`config.mk`:
```
export PLATFORM = sky130hd
export DESIGN_NAME = loop_buffer
export DESIGN_NICKNAME = d
export VERILOG_FILES = /design/src/rtl/lb_pkg.sv /design/src/rtl/lb_window.sv /design/src/rtl/lb_store.sv /design/src/rtl/lb_miss.sv /design/src/rtl/loop_buffer.sv
export SDC_FILE = /design/constraint.sdc
export NUM_CORES = 1
export LEC_CHECK = 0
export ABC_CLOCK_PERIOD_IN_PS = 5800
export CORE_UTILIZATION = 50
export DETAILED_ROUTE_END_ITERATION = 6
export GPL_ROUTABILITY_DRIVEN = 0
export GPL_TIMING_DRIVEN = 0
export PLACE_DENSITY = 0.73
export SLEW_MARGIN = 40
export SYNTH_ARGS = -nofsm -noshare
export SYNTH_HDL_FRONTEND = slang
export SYNTH_SLANG_ARGS = --single-unit
```
`constraint.sdc`:
```
create_clock -name clk -period 5.8 [get_ports clk]
set_input_delay 1.16 -clock clk [delete_from_list [all_inputs] [get_ports clk]]
set_output_delay 1.16 -clock clk [all_outputs]
set_load 0.02 [all_outputs]
```
`src/rtl/lb_pkg.sv`:
```
package lb_pkg;
  localparam int unsigned LB_AW    = 16;
  localparam int unsigned LB_DW    = 32;
  localparam int unsigned LB_DEPTH = 8;

  // Window update selected by the top level each cycle
  typedef enum logic [1:0] {
    WIN_HOLD    = 2'd0,
    WIN_RESTART = 2'd1,
    WIN_APPEND  = 2'd2
  } win_op_e;
endpackage

```
`src/rtl/lb_window.sv`:
```
module lb_window
  import lb_pkg::*;
#(
  parameter int unsigned AW    = LB_AW,
  parameter int unsigned DEPTH = LB_DEPTH,
  localparam int unsigned CW   = $clog2(DEPTH) + 1
) (
  input  logic          clk,
  input  logic          rst,
  input  logic [AW-1:0] probe_addr_i,
  input  win_op_e       op_i,
  input  logic [AW-1:0] restart_addr_i,
  output logic          hit_o,
  output logic [AW-1:0] tail_o,
  output logic [CW-1:0] cnt_o
);
  logic [AW-1:0] base_q;
  logic [CW-1:0] cnt_q;
  logic [AW-1:0] offset;
  logic          full;

  // Modulo distance from the base; wraps through zero naturally
  assign offset = probe_addr_i - base_q;
  assign hit_o  = ({{(AW > CW ? AW - CW : 0){1'b0}}, cnt_q} > offset);
  assign tail_o = base_q + AW'(cnt_q);
  assign full   = (cnt_q == CW'(DEPTH));
  assign cnt_o  = cnt_q;

  always_ff @(posedge clk) begin
    if (rst) begin
      base_q <= '0;
      cnt_q  <= '0;
    end else begin
      unique case (op_i)
        WIN_RESTART: begin
          base_q <= restart_addr_i;
          cnt_q  <= '0;
        end
        WIN_APPEND: begin
          if (full) base_q <= base_q + AW'(1);
          else      cnt_q  <= cnt_q + CW'(1);
        end
        default: ;
      endcase
    end
  end
endmodule

```
`src/rtl/lb_store.sv`:
```
module lb_store
  import lb_pkg::*;
#(
  parameter int unsigned DW    = LB_DW,
  parameter int unsigned DEPTH = LB_DEPTH,
  localparam int unsigned IW   = (DEPTH > 1) ? $clog2(DEPTH) : 1
) (
  input  logic          clk,
  input  logic          we_i,
  input  logic [IW-1:0] waddr_i,
  input  logic [DW-1:0] wdata_i,
  input  logic          re_i,
  input  logic [IW-1:0] raddr_i,
  output logic [DW-1:0] rdata_o
);
  // Simple dual-port array, synchronous read
  logic [DW-1:0] mem [DEPTH];

  always_ff @(posedge clk) begin
    if (we_i) mem[waddr_i] <= wdata_i;
  end

  always_ff @(posedge clk) begin
    if (re_i) rdata_o <= mem[raddr_i];
  end
endmodule

```
`src/rtl/lb_miss.sv`:
```
module lb_miss
  import lb_pkg::*;
#(
  parameter int unsigned AW = LB_AW
) (
  input  logic          clk,
  input  logic          rst,
  input  logic          issue_i,
  input  logic [AW-1:0] issue_addr_i,
  input  logic          rsp_i,
  output logic          busy_o,
  output logic          done_o,
  output logic [AW-1:0] paddr_o
);
  logic          busy_q;
  logic [AW-1:0] paddr_q;

  assign busy_o  = busy_q;
  assign done_o  = busy_q & rsp_i;
  assign paddr_o = paddr_q;

  always_ff @(posedge clk) begin
    if (rst) begin
      busy_q  <= 1'b0;
      paddr_q <= '0;
    end else if (issue_i) begin
      busy_q  <= 1'b1;
      paddr_q <= issue_addr_i;
    end else if (done_o) begin
      busy_q  <= 1'b0;
    end
  end
endmodule

```
`src/rtl/loop_buffer.sv`:
```
module loop_buffer
  import lb_pkg::*;
#(
  parameter int unsigned AW    = LB_AW,
  parameter int unsigned DW    = LB_DW,
  parameter int unsigned DEPTH = LB_DEPTH
) (
  input  logic          clk,
  input  logic          rst,
  input  logic          fetch_req_i,
  input  logic [AW-1:0] fetch_addr_i,
  input  logic          fetch_branch_i,
  output logic          fetch_rdy_o,
  output logic          mem_req_o,
  output logic [AW-1:0] mem_addr_o,
  input  logic          mem_rsp_valid_i,
  input  logic [DW-1:0] mem_rsp_data_i,
  output logic          insn_valid_o,
  output logic [AW-1:0] insn_addr_o,
  output logic [DW-1:0] insn_o,
  output logic          insn_hit_o
);
  localparam int unsigned IW = (DEPTH > 1) ? $clog2(DEPTH) : 1;
  localparam int unsigned CW = $clog2(DEPTH) + 1;

  logic          busy, done;
  logic [AW-1:0] paddr;
  logic          win_hit;
  logic [AW-1:0] win_tail;
  logic [CW-1:0] win_cnt;
  win_op_e       win_op;
  logic          accept, hit, miss, restart;
  logic [DW-1:0] rd_word;

  logic          vld_q, hit_q;
  logic [AW-1:0] addr_q;
  logic [DW-1:0] rsp_q;

  assign fetch_rdy_o = ~busy;
  assign accept      = fetch_req_i & ~busy;
  assign hit         = accept & win_hit;
  assign miss        = accept & ~win_hit;
  // A branch miss or a gap in the sequence opens a fresh window
  assign restart     = miss & (fetch_branch_i | (fetch_addr_i != win_tail));

  always_comb begin
    win_op = WIN_HOLD;
    if (restart)   win_op = WIN_RESTART;
    else if (done) win_op = WIN_APPEND;
  end

  assign mem_req_o  = miss;
  assign mem_addr_o = fetch_addr_i;

  lb_window #(.AW(AW), .DEPTH(DEPTH)) u_win (
    .clk           (clk),
    .rst           (rst),
    .probe_addr_i  (fetch_addr_i),
    .op_i          (win_op),
    .restart_addr_i(fetch_addr_i),
    .hit_o         (win_hit),
    .tail_o        (win_tail),
    .cnt_o         (win_cnt)
  );

  lb_miss #(.AW(AW)) u_miss (
    .clk         (clk),
    .rst         (rst),
    .issue_i     (miss),
    .issue_addr_i(fetch_addr_i),
    .rsp_i       (mem_rsp_valid_i),
    .busy_o      (busy),
    .done_o      (done),
    .paddr_o     (paddr)
  );

  // Window is contiguous and no longer than DEPTH, so address bits pick a unique slot
  lb_store #(.DW(DW), .DEPTH(DEPTH)) u_store (
    .clk    (clk),
    .we_i   (done),
    .waddr_i(paddr[IW-1:0]),
    .wdata_i(mem_rsp_data_i),
    .re_i   (hit),
    .raddr_i(fetch_addr_i[IW-1:0]),
    .rdata_o(rd_word)
  );

  always_ff @(posedge clk) begin
    if (rst) begin
      vld_q  <= 1'b0;
      hit_q  <= 1'b0;
      addr_q <= '0;
      rsp_q  <= '0;
    end else begin
      vld_q <= hit | done;
      hit_q <= hit;
      if (hit)  addr_q <= fetch_addr_i;
      if (done) begin
        addr_q <= paddr;
        rsp_q  <= mem_rsp_data_i;
      end
    end
  end

  assign insn_valid_o = vld_q;
  assign insn_hit_o   = hit_q;
  assign insn_addr_o  = addr_q;
  assign insn_o       = hit_q ? rd_word : rsp_q;
endmodule

```
### Word level (Yosys, flattened, before mapping)

Memory sizes are Yosys's and may differ from the RTL's. A register that Yosys moved wholly into a read port is not among the register bits.
Index checks and enable logic that the tools add are counted.

| word-level totals | value |
|---|---|
| memory bits (writable) | 256 |
| bits in registers | 87 |
| output and inout port bits | 68 |
| logic and storage cells | 47 |
| input port bits | 53 |
| memories kept | 1 |

Memories:

| memory | depth | bits a word | rd ports | clocked after Yosys merged registers in | wr ports | line | RTL |
|---|---|---|---|---|---|---|---|
| u_store.mem | 8 | 32 | 1 | 1 | 1 | lb_store.sv:17 | `logic [DW-1:0] mem [DEPTH];` |

| cells by class | value |
|---|---|
| bitwise gates (word level) | 9 |
| magnitude comparators | 1 |
| reductions and logical operators | 5 |
| equality and inequality tests | 6 |
| $add $sub $neg | 4 |
| multiplexer cells | 13 |

Operator list:

| cell | number |
|---|---|
| 16-bit 2-to-1 mux | 3 |
| 32-bit 2-to-1 mux | 1 |
| 16-bit one-hot mux with 2 select lines | 1 |
| 16-bit by 1-bit adder with 16-bit output (second input constant) | 1 |
| 16-bit by 4-bit adder with 16-bit output | 1 |
| 4-bit by 16-bit > comparator with 1-bit output | 1 |
| 16-bit != test | 1 |
| 16-bit subtractor | 1 |
| 4-bit one-hot mux with 2 select lines | 1 |
| 2-bit nonzero test | 3 |
| 1-bit AND | 5 |
| 4-bit by 1-bit adder with 4-bit output (second input constant) | 1 |
| 4-bit == test (second input constant) | 1 |
| 1-bit 2-to-1 mux | 4 |
| 2-bit 2-to-1 mux | 2 |
| 4-bit 2-to-1 mux | 1 |
| 2-bit AND reduction | 2 |
| 2-bit by 1-bit == test with 1-bit output (second input constant) | 1 |
| 2-bit == test (second input constant) | 1 |
| 2-bit by 1-bit != test with 1-bit output (second input constant) | 1 |
| 2-bit != test (second input constant) | 1 |
| 1-bit inverter | 2 |
| 1-bit OR | 2 |

### Longest topological paths before layout

Gate-level depths: netlist of the first run.

| depth | value |
|---|---|
| depth in word-level cells | 9 |
| mapped depth | 20 |

### By module

From an unflattened synthesis of the first run, not the netlist that was laid out.

| unflattened totals | value |
|---|---|
| cells, all modules | 1068 |
| area, all modules | 16417.0 um2 |

By module, submodules not included:

| module | times used | cells each | area each (um2) |
|---|---|---|---|
| lb_store | 1 | 415 | 10786.6 |
| loop_buffer | 1 | 261 | 2610.0 |
| lb_window | 1 | 335 | 2397.3 |
| lb_miss | 1 | 57 | 623.1 |

### Least setup slack after synthesis of the first run

Ideal clock, no wire load.

| timing path | value |
|---|---|
| kind | input-to-output |
| from | input fetch_addr_i[0] |
| to | output mem_req_o |
| path buffers | 4 |
| slack | 360 ps |
| cell stages on the path | 18 |
| arrival | 4280 ps |
| required time | 4640 ps |
| path through | clkbuf_1 > buf_1 > inv_1 > ha_1 > nand2b_1 > nand2b_1 > a21oi_1 > xor2_1 > ha_1 > nand2_1 > o21ai_0 > o2111ai_1 > a2111oi_2 > nand4_1 > or2_1 > and2_1 > buf_6 > buf_6 |

| on the way | value |
|---|---|
| longest elaborated chain between the ends | 4 |

RTL lines:

| element | line | RTL |
|---|---|---|
| from (decl) | loop_buffer.sv:11 | `input logic [AW-1:0] fetch_addr_i,` |
| 16-bit subtractor | lb_window.sv:23 | `assign offset = probe_addr_i - base_q;` |
| 4-bit by 16-bit > comparator with 1-bit output | lb_window.sv:24 | `assign hit_o = ({{(AW > CW ? AW - CW : 0){1'b0}}, cnt_q} > offset);` |
| 1-bit inverter | loop_buffer.sv:42 | `assign miss = accept & ~win_hit;` |
| 1-bit AND | loop_buffer.sv:42 |  |
| to (decl) | loop_buffer.sv:14 | `output logic mem_req_o,` |

Every way passes these cells.

### Final worst setup path of the first run

| timing path | value |
|---|---|
| from | input fetch_addr_i[10] |
| to | output mem_req_o |

The elaborated chain is that of the path after synthesis.

==> results of run 1 <==
[routing by layer]
metal  global-route usage [%]  share of wire, %  vias to the layer above
met5                        0             0.033                        -
met4                     7.60               2.5                        2
met3                     4.09               6.4                       76
met2                     40.2                49                      390
met1                     32.4                42                     5252
li1                         -                 -                     4717
[critical path, stage by stage]
cell and delay (ps):
clkdlybuf4s50_1 720, ha_1 300, buf_2 170, nand2_1 120
o21ai_1 100, o41a_1 430, a2111oi_4 320, nand4_1 230
or2_4 300, and2_1 170, buf_6 150, buf_6 160
buf_2 160
[layout by cell type, fill, tap and decap left out, types with 9 or more instances in the layout]
cell type | netlist | layout
clkbuf_1 | 43 | 51
nand2_1 | 117 | 117
o21ai_0 | 18 | 15
xor2_1 | 9 | 9
nor2_1 | 52 | 48
inv_1 | 24 | 23
buf_2 | 10 | 31
edfxtp_1 | 288 | 288
nor3_1 | 21 | 17
clkdlybuf4s50_1 | 0 | 108
dfxtp_1 | 87 | 87
nand3_1 | 11 | 11
clkbuf_16 | 0 | 38
a21oi_1 | 99 | 99
o32ai_1 | 9 | 9
mux4_2 | 64 | 64
ha_1 | 27 | 26
mux2_2 | 64 | 64
buf_4 | 19 | 38
mux2i_1 | 20 | 20
a22oi_1 | 15 | 15
xnor2_1 | 18 | 18
[per-stage QoR]
step | cell area (sq um) | utilization, % | setup TNS, ps
finish | 19600 | 61.9 | 0
global route | 19600 | 61.9 | 0
CTS | 19700 | 62.0 | 0
detailed placement | 18300 | 57.8 | -12940
global placement | 17900 | 56.5 | -465310
floorplan | 16200 | - | 0
[path summary, 6_finish.rpt]
check / startpoint / to / slack [ps]
worst min register to register: rsp_q[12] / rsp_q[12] / 450
worst max-delay path: fetch_addr_i[10] / mem_req_o / 150
worst max register to register: u_win.base_q[0] / insn_addr_o[8] / 1210
worst min-delay path: rsp_q[12] / rsp_q[12] / 450
[timing repair]
item | CTS | global route
pin swaps | 5 | 7
setup endpoints to repair | 1 | 1
resized for setup | 25 | 9
buffers inserted | 4 | 0
[registers in the layout, indices dropped and copies added (netlist names)]
| register | count |
|---|---|
| u_store.mem | 256 |
| insn_valid_o | 1 |
| u_store.rdata_o | 32 |
| u_win.base_q | 16 |
| insn_hit_o | 1 |
| u_win.cnt_o | 4 |
| u_miss.paddr_o | 16 |
| rsp_q | 32 |
| insn_addr_o | 16 |
| u_miss.busy_o | 1 |
[cell families (layout without fill, tap and decap cells)]
group / Yosys count / count (layout)
mux: 148 / 148
simple gates: 252 / 252
flops: 375 / 375
buf+inv: 110 / 338
compound gates: 190 / 190
xor+xnor: 27 / 27
fa+ha+maj: 29 / 29
other cells: 0 / 1
[power by group through the flow]
stage          Combinational [mW]  Clock (mW)  Sequential [mW]
2_1_floorplan               0.342           0             3.01
3_3_place_gp                0.527           0             3.01
3_5_place_dp                0.546           0             3.01
4_1_cts                     0.555        2.51             2.95
5_1_grt                     0.605        2.62             2.96
6_report                    0.556        2.48             2.95
[cell type report]
| type | count | area [sq um] | area share, % |
|---|---|---|---|
| Timing Repair Buffer | 160 | 1540 | 7.83 |
| Tap cell | 402 | 503 | 2.56 |
| Clock inverter | 15 | 203 | 1.03 |
| Buffer | 84 | 440 | 2.24 |
| Antenna cell | 1 | 2.50 | 0.0127 |
| Sequential cell | 375 | 10400 | 52.9 |
| Clock buffer | 54 | 1060 | 5.40 |
| Inverter | 25 | 93.8 | 0.478 |
| Multi-Input combinational cell | 646 | 5410 | 27.6 |
==> flow_summary.yaml, run 1 <==
clocking:
  cts-root-buf: "clkbuf_16"
  holdBufCountCts: 0
  clock_path_buffers: 3
  path_clk_slew_ps: 60
  cts-htree-levels: 2
  numCtsBuffers: 38
  cts.sinks: 375
  clk_latency_ps: 540
  cts_tree: "yes"
placement:
  io_buffers: 118
  dp_cells: 1689
  hpwl_um: 26500
  pre_cts_slack_ps: -1160
power_and_ir_drop:
  switching_share_pct: 22.6
  power_frac_comb_pct: 9.3
  peakVddDrop_v: 0.000287
  internal-power_mw: 4.64
  pwr-share-seq_pct: 49.3
  clkPwrFrac_pct: 41.4
  p_leak_nw: 6.63
  power.total_mw: 5.99
  power.density_nw_per_um2: 305
  netSwitchingPower_mw: 1.35
run_status:
  status: "completed"
job:
  drv_cap: 0
setup_path:
  reg2reg_depth: 15
  critical_path_arrival_ps: 4490
  cp_max_fo: 10
  worstPathRequired_ps: 4640
  criticalPathCategory: "in2out"
  start_kind: "primary input"
  cp-end-kind: "primary output"
synthesis:
  synth_edf_count: 288
  synth-simple-area-share_pct: 7.04
  synth_compound_area_share_pct: 7.41
  yosys.area.top_type: "edfxtp_1"
  synthDistinctLibCells: 69
  yosys_warnings: 0
  ys.flop_type: "edfxtp_1"
  seq_area_frac_synth_pct: 64.0
  synth_top_family_by_area: "multiplexers"
  synthMuxAreaShare_pct: 14.6
  yosysMostFrequentCell: "edfxtp_1"
  synth_fa_ha_area_share_pct: 2.33
  synth.cell_area_sq_um: 16200
  synth_xor_area_share_pct: 1.46
  syn_avg_cell_area_sq_um: 14.4
  syn_inst: 1131
  ys_ff_latch: 375
  synth_common_cells: "288 x edfxtp_1, 117 x nand2_1, 99 x a21oi_1"
  yosysTopAreaCellShare_pct: 53.3
  synthArstFlopShare_pct: 0
  yosys-top-cells-area: "edfxtp_1 53%, dfxtp_1 11%, mux4_2 8.9%"
  syn_nets: 1213
global_route:
  grt_pass1_vias: 10500
  antenna_found_initial: 2
  grt_pass1_wl_um: 60900
  grt_max_degree: 42
  overflow: 0
  grt_usage_pct: 24.1
sta:
  worst_pin_slew_ps: 860
  hold_slack_ps: 454
  timing.final.crit_share_pct: 97.4
  relSlewSlack_pct: 42.7
  hold_violations: 0
  setup_violations: 0
  finalCriticalPeriod_ps: 5650
  max_freq_mhz: 177
  drv_slew: 0
  fin_skew_ps: 24.5
  finalWorstSetupSlack_ps: 148
  rsz0062_at_grt: "false"
detailed_routing:
  vias: 10400
  wl_per_cell_um: 22.2
  first_iter_violations: 893
  firstDrtPassIters: 5
  via_per_inst: 5.92
  drt_wl_total_um: 39100
  ant_nets: 0
  drc: 0
floorplan:
  num_rows: 65
  ios: 121
  coreArea_sq_um: 31700
  start_util_pct: 51.2
  die_w_um: 182
  die_h_um: 182
  fp.dieArea_sq_um: 33200
final_layout:
  fill_cells: 2353
  area_growth_pct: 21.0
  fin_cells: 1762
  layout.nets: 1412
  drive_gt1_share_pct: 21.7
hold_path:
  whs_path_depth: 2
  hold_path_class: "reg2reg"
Power figures use the tool's default switching activity.
==> run 2, diff against run 1 <==
--- a/config.mk
+++ b/config.mk
@@ -6,11 +6,12 @@
 export NUM_CORES = 1
 export LEC_CHECK = 0
 export ABC_CLOCK_PERIOD_IN_PS = 5800
-export CORE_UTILIZATION = 50
+export CORE_UTILIZATION = 40
 export DETAILED_ROUTE_END_ITERATION = 6
 export GPL_ROUTABILITY_DRIVEN = 0
 export GPL_TIMING_DRIVEN = 0
-export PLACE_DENSITY = 0.73
+export PLACE_DENSITY = 0.61
+export SETUP_SLACK_MARGIN = 0.4
 export SLEW_MARGIN = 40
 export SYNTH_ARGS = -nofsm -noshare
 export SYNTH_HDL_FRONTEND = slang
==> flow_summary.yaml, run 2 (same netlist as run 1, synthesis figures left out) <==
run_status:
  status: "completed"
detailed_routing:
  wl_met2_um: 19000
  ant_nets: 0
  wl_met1_um: 17900
  drc: 0
  wl_per_cell_um: 21.1
  vias: 10400
  top_layer: "met4"
  via_per_inst: 5.49
  met3WireLength_um: 2520
  first_iter_violations: 1008
  drt_wl_total_um: 40100
  firstDrtPassIters: 6
final_layout:
  fin_cells: 1899
  drive_gt1_share_pct: 23.7
  largest_reg_flops: 256
  layout_commonest_cell: "edfxtp_1"
  largestRegisters: "u_store.mem (256), rsp_q (32), u_store.rdata_o (32)"
  regMostFlops: "u_store.mem"
  layout.nets: 1424
  most-common-layout-cells: "288 x edfxtp_1, 117 x nand2_1, 107 x clkdlybuf4s50_1, 98 x a21oi_1, 87 x dfxtp_1"
  area_growth_pct: 23.2
setup_path:
  critical_path_arrival_ps: 4260
  criticalPathCategory: "in2out"
  r2r_start: "u_win.base_q[0]"
  cp_max_fo: 2
  worstPathRequired_ps: 4640
  cp-end-kind: "primary output"
  endpoint: "mem_req_o"
  cp-startpoint: "fetch_addr_i[0]"
  start_kind: "primary input"
  r2r_slack_ps: 1350
  reg2reg_depth: 14
  rr_endpoint: "insn_addr_o[8]"
sta:
  timing.final.crit_share_pct: 93.4
  finalCriticalPeriod_ps: 5420
  worst_pin_slew_ps: 877
  relSlewSlack_pct: 41.0
  fin_skew_ps: 23.5
  drv_slew: 0
  setup_violations: 0
  max_freq_mhz: 185
  rsz0062_at_grt: "true"
  hold_violations: 0
clocking:
  clk_latency_ps: 540
  path_clk_slew_ps: 60
  cts-htree-levels: 2
  cts.sinks: 375
  cts_tree: "yes"
  clock_path_buffers: 3
  cts-root-buf: "clkbuf_16"
  numCtsBuffers: 40
floorplan:
  die_h_um: 203
  fp.dieArea_sq_um: 41400
  ios: 121
  coreArea_sq_um: 39900
  die_w_um: 203
  start_util_pct: 40.7
  num_rows: 73
global_route:
  grt_pass1_wl_um: 61000
  grt_usage_pct: 19.6
  antenna_found_initial: 1
  overflow: 0
  grt_max_degree: 42
  grt_pass1_vias: 10300
hold_path:
  hold_path_class: "reg2reg"
power_and_ir_drop:
  power.density_nw_per_um2: 301
  p_leak_nw: 6.71
  power.total_mw: 6.02
  peakVddDrop_v: 0.000234
placement:
  io_buffers: 118
  hpwl_um: 27300
  dp_cells: 1815
job:
  drv_cap: 0
## run 2: area by class of cell
class / count / area, sq um
inverter: 25 / 101
tap: 525 / 657
fill: 3454 / 19900
buffer: 85 / 487
sequential: 375 / 10400
multi-input combinational: 646 / 5480
antenna: 1 / 2.50
timing repair buffer: 169 / 1590
clock inverter: 13 / 98.8
clock buffer: 60 / 1190
## run 2: per-stage QoR
step / utilization (%) / hold WS (ps) / area [sq um] / TNS [ps] / setup WS (ps)
5_1_grt: 50.1 / 469 / 20000 / 0 / 322
2_1_floorplan: - / 434 / 16200 / 0 / 482
4_1_cts: 50.0 / 452 / 19900 / 0 / 223
3_3_place_gp: 45.3 / 439 / 18100 / -500960 / -3660
6_report: 50.1 / 453 / 20000 / 0 / 381
3_5_place_dp: 46.3 / 444 / 18500 / -6010 / -943
## run 2: repair_timing
item / in CTS / in global routing
endpoints found under the setup margin: 1 / 1
buffers inserted: 9 / 1
resized for setup: 46 / 20
hold buffers: 0 / 0
pin swaps: 8 / 11
## run 2: worst min-delay path by stage
stage,cells past startpoint,to,slack [ps],start
final,2,rsp_q[20],450,rsp_q[20]
after global routing,2,rsp_q[8],470,rsp_q[8]
after CTS,2,rsp_q[22],450,rsp_q[22]
after detailed placement,2,rsp_q[22],440,rsp_q[22]
after global placement,2,rsp_q[12],440,rsp_q[12]
after floorplan,2,rsp_q[0],430,rsp_q[0]
## run 2: worst max-delay path, stage by stage
cell	delay [ps]
clkbuf_16	140
buf_12	130
inv_8	50
ha_4	120
inv_2	30
fa_2	380
a211oi_4	250
o21ai_2	90
nor3b_2	170
o41a_1	360
a2111oi_4	370
nand4_1	210
or2_4	290
and2_4	160
buf_6	110
buf_12	110
buf_8	120
## run 2: metal layers
| metal | vias up | GRT usage [%] |
|---|---|---|
| met5 | - | 0 |
| met4 | 0 | 5.37 |
| met2 | 358 | 31.9 |
| li1 | 4747 | - |
| met1 | 5259 | 27.1 |
| met3 | 53 | 3.23 |
## run 2: report_power, final
group | leakage [nW] | switching [mW] | internal, mW | total [mW]
logic | 2.78 | 0.323 | 0.255 | 0.578
registers | 3.30 | 0.0227 | 2.93 | 2.95
clock network | 0.630 | 1.02 | 1.46 | 2.49
